`config.mk`:
```
export PLATFORM = sky130hd
export DESIGN_NAME = ar_addr_unit
export DESIGN_NICKNAME = d
export VERILOG_FILES = /design/src/rtl/ar_pkg.sv /design/src/rtl/ar_ptr_reg.sv /design/src/rtl/ar_step_unit.sv /design/src/rtl/ar_regfile.sv /design/src/rtl/ar_addr_unit.sv
export SDC_FILE = /design/constraint.sdc
export NUM_CORES = 1
export LEC_CHECK = 0
export BUFFER_PORTS_ARGS = -buffer_cell sky130_fd_sc_hd__buf_2
export CAP_MARGIN = 25
export CORE_ASPECT_RATIO = 0.8
export CORE_MARGIN = 2
export CORE_UTILIZATION = 60
export DETAILED_ROUTE_END_ITERATION = 8
export GPL_ROUTABILITY_DRIVEN = 0
export GPL_TIMING_DRIVEN = 0
export PLACE_DENSITY = 0.86
export RECOVER_POWER = 25
export SYNTH_ARGS = -nofsm -noshare
export SYNTH_HDL_FRONTEND = slang
export SYNTH_SLANG_ARGS = --single-unit
```
`constraint.sdc`:
```
create_clock -name clk_i -period 4.3 [get_ports clk_i]
set_input_delay 0.215 -clock clk_i [delete_from_list [all_inputs] [get_ports clk_i]]
set_output_delay 0.215 -clock clk_i [all_outputs]
set_load 0.01 [all_outputs]
```
`src/rtl/ar_pkg.sv`:
```
package ar_pkg;
  localparam int unsigned AR_W   = 16;
  localparam int unsigned AR_N   = 8;
  localparam int unsigned IDX_W  = $clog2(AR_N);
  localparam int unsigned MOD_W  = 3;

  typedef logic [AR_W-1:0]  ar_word_t;
  typedef logic [IDX_W-1:0] ar_idx_t;

  typedef enum logic [MOD_W-1:0] {
    MOD_NONE = 3'd0,
    MOD_INC  = 3'd1,
    MOD_DEC  = 3'd2,
    MOD_ADDS = 3'd3,
    MOD_SUBS = 3'd4
  } mod_e;
endpackage

```
`src/rtl/ar_ptr_reg.sv`:
```
module ar_ptr_reg #(
  parameter int unsigned IDX_W = 3
) (
  input  logic             clk_i,
  input  logic             rst_ni,
  input  logic             ld_en_i,
  input  logic [IDX_W-1:0] ld_val_i,
  output logic [IDX_W-1:0] ptr_o
);
  logic [IDX_W-1:0] ptr_q;

  always_ff @(posedge clk_i or negedge rst_ni) begin
    if (!rst_ni)      ptr_q <= '0;
    else if (ld_en_i) ptr_q <= ld_val_i;
  end

  assign ptr_o = ptr_q;
endmodule

```
`src/rtl/ar_step_unit.sv`:
```
module ar_step_unit
  import ar_pkg::*;
#(
  parameter int unsigned W = 16
) (
  input  logic [W-1:0]     base_i,
  input  logic [W-1:0]     stride_i,
  input  logic [MOD_W-1:0] mod_i,
  output logic [W-1:0]     next_o,
  output logic             active_o
);
  localparam logic [W-1:0] ONE = W'(1);

  logic [W-1:0] step;
  logic         sub;

  always_comb begin
    step     = '0;
    sub      = 1'b0;
    active_o = 1'b1;
    unique case (mod_i)
      MOD_INC:  step = ONE;
      MOD_DEC:  begin step = ONE; sub = 1'b1; end
      MOD_ADDS: step = stride_i;
      MOD_SUBS: begin step = stride_i; sub = 1'b1; end
      default:  active_o = 1'b0;
    endcase
  end

  // single adder: subtraction via two's complement, wraps mod 2^W
  assign next_o = base_i + (sub ? (~step + ONE) : step);
endmodule

```
`src/rtl/ar_regfile.sv`:
```
module ar_regfile #(
  parameter int unsigned W     = 16,
  parameter int unsigned N     = 8,
  parameter int unsigned IDX_W = $clog2(N)
) (
  input  logic             clk_i,
  input  logic             rst_ni,
  input  logic             ld_en_i,
  input  logic [IDX_W-1:0] ld_idx_i,
  input  logic [W-1:0]     ld_val_i,
  input  logic             mod_en_i,
  input  logic [IDX_W-1:0] mod_idx_i,
  input  logic [W-1:0]     mod_val_i,
  input  logic [IDX_W-1:0] cur_idx_i,
  input  logic [IDX_W-1:0] rd_idx_i,
  output logic [W-1:0]     cur_o,
  output logic [W-1:0]     rd_o,
  output logic [W-1:0]     reg0_o
);
  logic [N-1:0][W-1:0] regs_q;

  for (genvar g = 0; g < N; g++) begin : g_reg
    logic ld_hit, mod_hit;
    assign ld_hit  = ld_en_i  && (ld_idx_i  == IDX_W'(g));
    assign mod_hit = mod_en_i && (mod_idx_i == IDX_W'(g));

    always_ff @(posedge clk_i or negedge rst_ni) begin
      if (!rst_ni)      regs_q[g] <= '0;
      else if (ld_hit)  regs_q[g] <= ld_val_i;   // explicit load has priority
      else if (mod_hit) regs_q[g] <= mod_val_i;
    end
  end

  assign cur_o  = regs_q[cur_idx_i];
  assign rd_o   = regs_q[rd_idx_i];
  assign reg0_o = regs_q[0];
endmodule

```
`src/rtl/ar_addr_unit.sv`:
```
module ar_addr_unit
  import ar_pkg::*;
#(
  parameter int unsigned W     = AR_W,
  parameter int unsigned N     = AR_N,
  parameter int unsigned IDX_W = $clog2(N)
) (
  input  logic             clk_i,
  input  logic             rst_ni,
  input  logic             ld_en_i,
  input  logic [IDX_W-1:0] ld_idx_i,
  input  logic [W-1:0]     ld_val_i,
  input  logic             ptr_ld_en_i,
  input  logic [IDX_W-1:0] ptr_val_i,
  input  logic [MOD_W-1:0] mod_i,
  input  logic [IDX_W-1:0] rd_idx_i,
  output logic [W-1:0]     rd_data_o,
  output logic [W-1:0]     addr_o
);
  logic [IDX_W-1:0] ptr_q;
  logic [W-1:0]     cur, reg0, mod_val;
  logic             mod_en;

  ar_ptr_reg #(.IDX_W(IDX_W)) u_ptr (
    .clk_i    (clk_i),
    .rst_ni   (rst_ni),
    .ld_en_i  (ptr_ld_en_i),
    .ld_val_i (ptr_val_i),
    .ptr_o    (ptr_q)
  );

  ar_step_unit #(.W(W)) u_step (
    .base_i   (cur),
    .stride_i (reg0),
    .mod_i    (mod_i),
    .next_o   (mod_val),
    .active_o (mod_en)
  );

  ar_regfile #(.W(W), .N(N), .IDX_W(IDX_W)) u_rf (
    .clk_i     (clk_i),
    .rst_ni    (rst_ni),
    .ld_en_i   (ld_en_i),
    .ld_idx_i  (ld_idx_i),
    .ld_val_i  (ld_val_i),
    .mod_en_i  (mod_en),
    .mod_idx_i (ptr_q),
    .mod_val_i (mod_val),
    .cur_idx_i (ptr_q),
    .rd_idx_i  (rd_idx_i),
    .cur_o     (cur),
    .rd_o      (rd_data_o),
    .reg0_o    (reg0)
  );

  assign addr_o = cur;
endmodule

```
Word level (Yosys, flattened, before mapping)
Cells that the tools add are included.
{"block": "classes", "addsub": 2, "n_lt_le_gt_ge": 2, "n_eq_ne": 18, "mux": 24, "bitwise": 1, "n_reduce_logical": 30}
{"cell": "$mux 16", "n": 19}
{"cell": "$bmux 16 s3", "n": 2}
{"cell": "$pmux 16 s2", "n": 1}
{"cell": "$eq 3x3->1 const B", "n": 9}
{"cell": "$eq 3x2->1 const B", "n": 6}
{"cell": "$add 16x1->16 const B", "n": 1}
{"cell": "$add 16x16->16", "n": 1}
{"cell": "$logic_and 1x1->1", "n": 16}
{"cell": "$not 16->16", "n": 1}
{"cell": "$reduce_bool 2->1", "n": 8}
{"cell": "$eq 3x1->1 const B", "n": 3}
{"cell": "$lt 3x4->1 const B", "n": 2}
{"cell": "$logic_not 3->1", "n": 2}
{"cell": "$reduce_or 2->1", "n": 3}
{"cell": "$reduce_or 4->1", "n": 1}
{"cell": "$mux 1", "n": 2}
{"block": "word_totals", "regBits": 131, "inputBits": 32, "out_inout_bits": 32, "elab_cells": 86}

Depth between registers and ports, before layout
{"block": "logic_depth", "ltp_word": 9, "mapped_depth": 18, "ltp_nobuf": 17}

Modules after synthesis
Synthesis repeated with hierarchy kept, for this count alone.
{"block": "hier_totals", "cells_unflattened": 923, "hier_area_um2": 9763.1}
{"module": "ar_regfile", "n_inst": 1, "cells_each": 729, "area_each_um2": 8405.6, "seq_area_each_um2": 3203.1}
{"module": "ar_step_unit", "n_inst": 1, "cells_each": 188, "area_each_um2": 1248.7, "seq_area_each_um2": 0.0}
{"module": "ar_ptr_reg", "n_inst": 1, "cells_each": 6, "area_each_um2": 108.9, "seq_area_each_um2": 75.1}

Worst setup path before layout
Ideal clock, no wire load.
{"block": "synth_timing", "path_type": "reg2reg", "start": "register u_ptr.ptr_q[0] (netlist: u_ptr.ptr_o[0])", "end": "register u_rf.regs_q[75] (netlist bit)", "setup_time_ns": 0.077, "arrival_ns": 3.787, "t_required_ns": 4.223, "slack_ns": 0.436, "path_stages_with_launch": 14, "n_path_buf": 2, "period_less_slack_ns": 3.864, "cell_sequence": "dfrtp_1 > clkbuf_1 > buf_1 > mux4_2 > mux2_2 > ha_1 > a21o_1 > a21oi_1 > nand2_1 > a31oi_2 > o21ai_0 > xor2_1 > mux2i_1 > o21ai_1"}
{"block": "synth_between", "elab_chain_cells": 5, "word_cells_on_any_way": 8, "classes_between": "add/sub (1); eq/ne (1); mux (4); reduce/logical (2)"}
{"item": "start, declared", "line_no": "ar_ptr_reg.sv:10", "rtl": "logic [IDX_W-1:0] ptr_q;"}
{"item": "start signal, assigned", "line_no": "ar_ptr_reg.sv:14", "rtl": "else if (ld_en_i) ptr_q <= ld_val_i;"}
{"item": "$bmux 16 s3", "line_no": "ar_regfile.sv:34", "rtl": "assign cur_o = regs_q[cur_idx_i];"}
{"item": "$mux 16 (not written as such)", "line_no": "ar_regfile.sv:34"}
{"item": "net addr_o[3]", "line_no": "ar_addr_unit.sv:18", "rtl": "output logic [W-1:0] addr_o"}
{"item": "$add 16x16->16", "line_no": "ar_step_unit.sv:31", "rtl": "assign next_o = base_i + (sub ? (~step + ONE) : step);"}
{"item": "$mux 16", "line_no": "ar_regfile.sv:30", "rtl": "else if (mod_hit) regs_q[g] <= mod_val_i;"}
{"item": "$mux 16", "line_no": "ar_regfile.sv:29", "rtl": "else if (ld_hit) regs_q[g] <= ld_val_i;"}
{"item": "end signal, assigned by index", "line_no": "ar_regfile.sv:29"}
{"item": "end signal, assigned by index", "line_no": "ar_regfile.sv:30"}
{"item": "end, declared", "line_no": "ar_regfile.sv:20", "rtl": "logic [N-1:0][W-1:0] regs_q;"}
The timed path passes the listed nets, and every way through them passes these cells. The select of a mux whose other input is x is not followed.
A chain may end at the register's enable or synchronous reset.

Final worst setup path
{"block": "layout_timing", "start": "register u_ptr.ptr_q[1] (netlist: u_ptr.ptr_o[1])", "end": "register u_rf.regs_q[94] (netlist bit)"}
{"block": "layout_between", "elab_chain_cells": 5, "word_cells_on_any_way": 8, "classes_between": "add/sub (1); eq/ne (1); mux (4); reduce/logical (2)"}
{"item": "$bmux 16 s3", "line_no": "ar_regfile.sv:34"}
{"item": "$mux 16 (not written as such)", "line_no": "ar_regfile.sv:34"}
{"item": "$add 16x16->16", "line_no": "ar_step_unit.sv:31"}
{"item": "$mux 16", "line_no": "ar_regfile.sv:30"}
{"item": "$mux 16", "line_no": "ar_regfile.sv:29"}
Several ways; a longest one is shown, not always the timed one. The select of a mux whose other input is x is not followed.

==> results.toml <==
[synthesis]
synth_commonest_cells = "nand2_1 (193), dfrtp_1 (131), nor2_1 (121)"
synthCells = 1071
synth_cell_types = 65
ys_ff_latch = 131
avgSynthCellArea_sq_um = 8.93
ys.flop_type = "dfrtp_1"
synth_edf_count = 0
ys_seq_area_share_pct = 34.3
yosys.area.top_type = "dfrtp_1"
synthArstFlopShare_pct = 100
ys_warn_count = 0
syn-num-nets = 1120
synth.most_common_cell = "nand2_1"
synth_top_area_share_pct = 34.3
synth_area_sq_um = 9560
synthTopCellsByArea = "dfrtp_1 (34%), mux4_2 (14%), nand2_1 (7.6%)"

[global_routing]
antenna_found_initial = 4
grt_pass1_wl_um = 47900
grt_max_degree = 98
grt_pass1_vias = 8700
grt.total_usage_pct = 37.5
grt.overflow.total = 0

[detailed_routing]
vias_per_cell = 6.87
ant_nets = 0
wl_per_cell_um = 23.1
drc_errors = 0
vias = 9386
first_pass_iters = 8
drtIter0Drc = 1422
wl_um = 31600

[placed_design]
dp_hpwl_um = 23100
io_buffers = 43
place_ws_ns = -0.681

[power_and_ir_drop]
intPower_mw = 4.48
ir_worst_vdd_v = 0.000388
power_frac_seq_pct = 30.5
pwr-share-comb_pct = 52.0
p_clk_share_pct = 17.5
p_leak_nw = 4.52
sw_frac_of_total_pct = 44.5
powerDensity_nw_per_um2 = 750
power_mw = 8.07
p_switching_mw = 3.59

[sta]
clock_skew_ns = 0.00782
holdWs_ns = 0.00889
slew_viol_final = 36
setup_viol = 0
hold_viol = 0
slew_headroom_pct = -28.1
max_freq_mhz = 241
worst_pin_slew_ns = 1.92
setup_ws_ns = 0.148
layout_min_cycle_time_ns = 4.15
grt_setup_unrepaired = "false"
fin_tns_setup_ns = 0
fin_crit_sh_pct = 96.5

[status]
violations = "max-capacitance violations, max-slew violations"
status = "finished, violations left"

[floorplanning]
core-area_sq_um = 15700
die_y_um = 117
io_pins = 64
dieWidth_um = 145
dieArea_sq_um = 17000
num_rows = 41
start_util_pct = 60.9

[clock_tree]
clk_pin_slew_worst_paths_ns = 0.06
h-tree-depth = 4
numCtsBuffers = 17
clock_sinks = 131
cts_tree = "done"
root_buffer = "clkbuf_16"
clk_latency_ns = 0.43
cts.path.max_buffers = 2

[finish]
layout.nets = 1189
area_growth_pct = 12.5
fin_util_pct = 68.5
drive_gt1_share_pct = 19.0

[setup_path]
timing.rr.start = "u_ptr.ptr_o[1]"
worstSetupStartpoint = "u_ptr.ptr_o[1]"
crit_type = "flop to flop"
cp-start-kind = "flop"
path_max_fanout = 16
critPathCaptureType = "flop"
cp.required_ns = 4.59
cp.arrival_ns = 4.44

[hold_path]
hold_start = "ptr_val_i[1]"
min_path_type = "input pin to flop"

[run]
max_cap_viol_count = 1
## critical path, stage by stage, from the launching register on
cell,delay [ns]
dfrtp_2,0.57
clkbuf_2,0.44
mux4_2,0.39
mux2_2,0.35
ha_1,0.37
nor2b_1,0.17
o21ai_1,0.09
a21oi_1,0.25
o211ai_1,0.14
buf_4,0.18
a41oi_1,0.37
nor3_1,0.14
a31oi_4,0.36
o221ai_1,0.18
## worst paths after layout
| path | endpoint | slack [ns] | cells after the start |
|---|---|---|---|
| max | u_rf.regs_q[94] | 0.15 | 13 |
| min | u_ptr.ptr_o[1] | 0.009 | 2 |
| max reg2reg | u_rf.regs_q[94] | 0.15 | 13 |
| min reg2reg | u_rf.regs_q[59] | 0.54 | 2 |
| max in group asynchronous | u_rf.reg0_o[3] | 1.08 | 3 |
| min in group asynchronous | u_rf.regs_q[126] | 0.85 | 2 |
## metrics by stage
step | std cells | instance area [sq um]
final | 1367 | 10800
after global routing | 1366 | 10800
after CTS | 1365 | 10700
after detailed placement | 1331 | 10100
after global placement | 1329 | 10000
after floorplan | 1071 | 9560
## kinds of logic (layout without fill, tap and decap cells)
kind of cell / count (synthesis) / in the layout / synth area share (%)
DFF: 131 / 131 / 34.3
adders and majority gates: 17 / 17 / 2.30
xor gates and xnor gates: 16 / 16 / 1.62
buffers and inverters: 105 / 185 / 5.72
AOI/OAI and AO/OA: 253 / 253 / 16.0
other: 0 / 1 / 0
and+or+nand+nor: 446 / 446 / 20.3
muxes: 103 / 103 / 19.8
## per-layer routing
metal | up-vias | share of wire (%) | track usage [%]
met5 | - | 0.082 | 0
met4 | 4 | 2.6 | 13.6
met3 | 93 | 16 | 14.7
met2 | 798 | 45 | 58.4
met1 | 4474 | 37 | 48.7
li1 | 4017 | - | -
## flip-flops by register name, indices dropped and copies added, names as in the netlist
register,flops
u_rf.regs_q,112
u_rf.reg0_o,16
u_ptr.ptr_o,3
## power by group through the flow
| stage | combinational, mW | sequential, mW | clock, mW |
|---|---|---|---|
| detailed placement | 3.82 | 2.41 | 0 |
| global route | 4.45 | 2.51 | 1.46 |
| CTS | 4.02 | 2.41 | 1.40 |
| finish | 4.20 | 2.46 | 1.41 |
| floorplan | 2.72 | 2.18 | 0 |
| global placement | 3.69 | 2.35 | 0 |
## layout by cell type, fill, tap and decap left out, drive strengths merged, types with 7 or more instances in the layout
master and n:
o21ai 74, a21oi 67, buf 90, nand2b 9, nand3 59, nand2 193, and3 8, xor2 8
o21a 11, xnor2 8, a21o 12, ha 16, mux4 64, a211oi 7, nor2 123, mux2 34
nor3 24, inv 11, dlygate4sd1 11, clkbuf 66, nor2b 8, a31oi 60, dfrtp 131
## area by class of cell
type | instances | area (sq um)
multi-input cells | 835 | 5790
fillers | 1193 | 4940
flip-flops and latches | 131 | 3280
plain buffers | 90 | 508
clock buffers | 24 | 472
repair buffers | 54 | 309
well taps | 215 | 269
clock inverters | 6 | 80.1
inverters | 11 | 41.3
diodes | 1 | 2.50
## repair_timing
item,in CTS,in global routing
hold buffers,1,0
hold endpoints to repair,34,0
pin swaps,3,0
endpoints found under the setup margin,86,84
gates resized for setup,21,4
buffers inserted,4,4
Note: power is estimated with default switching activity, not from simulation.
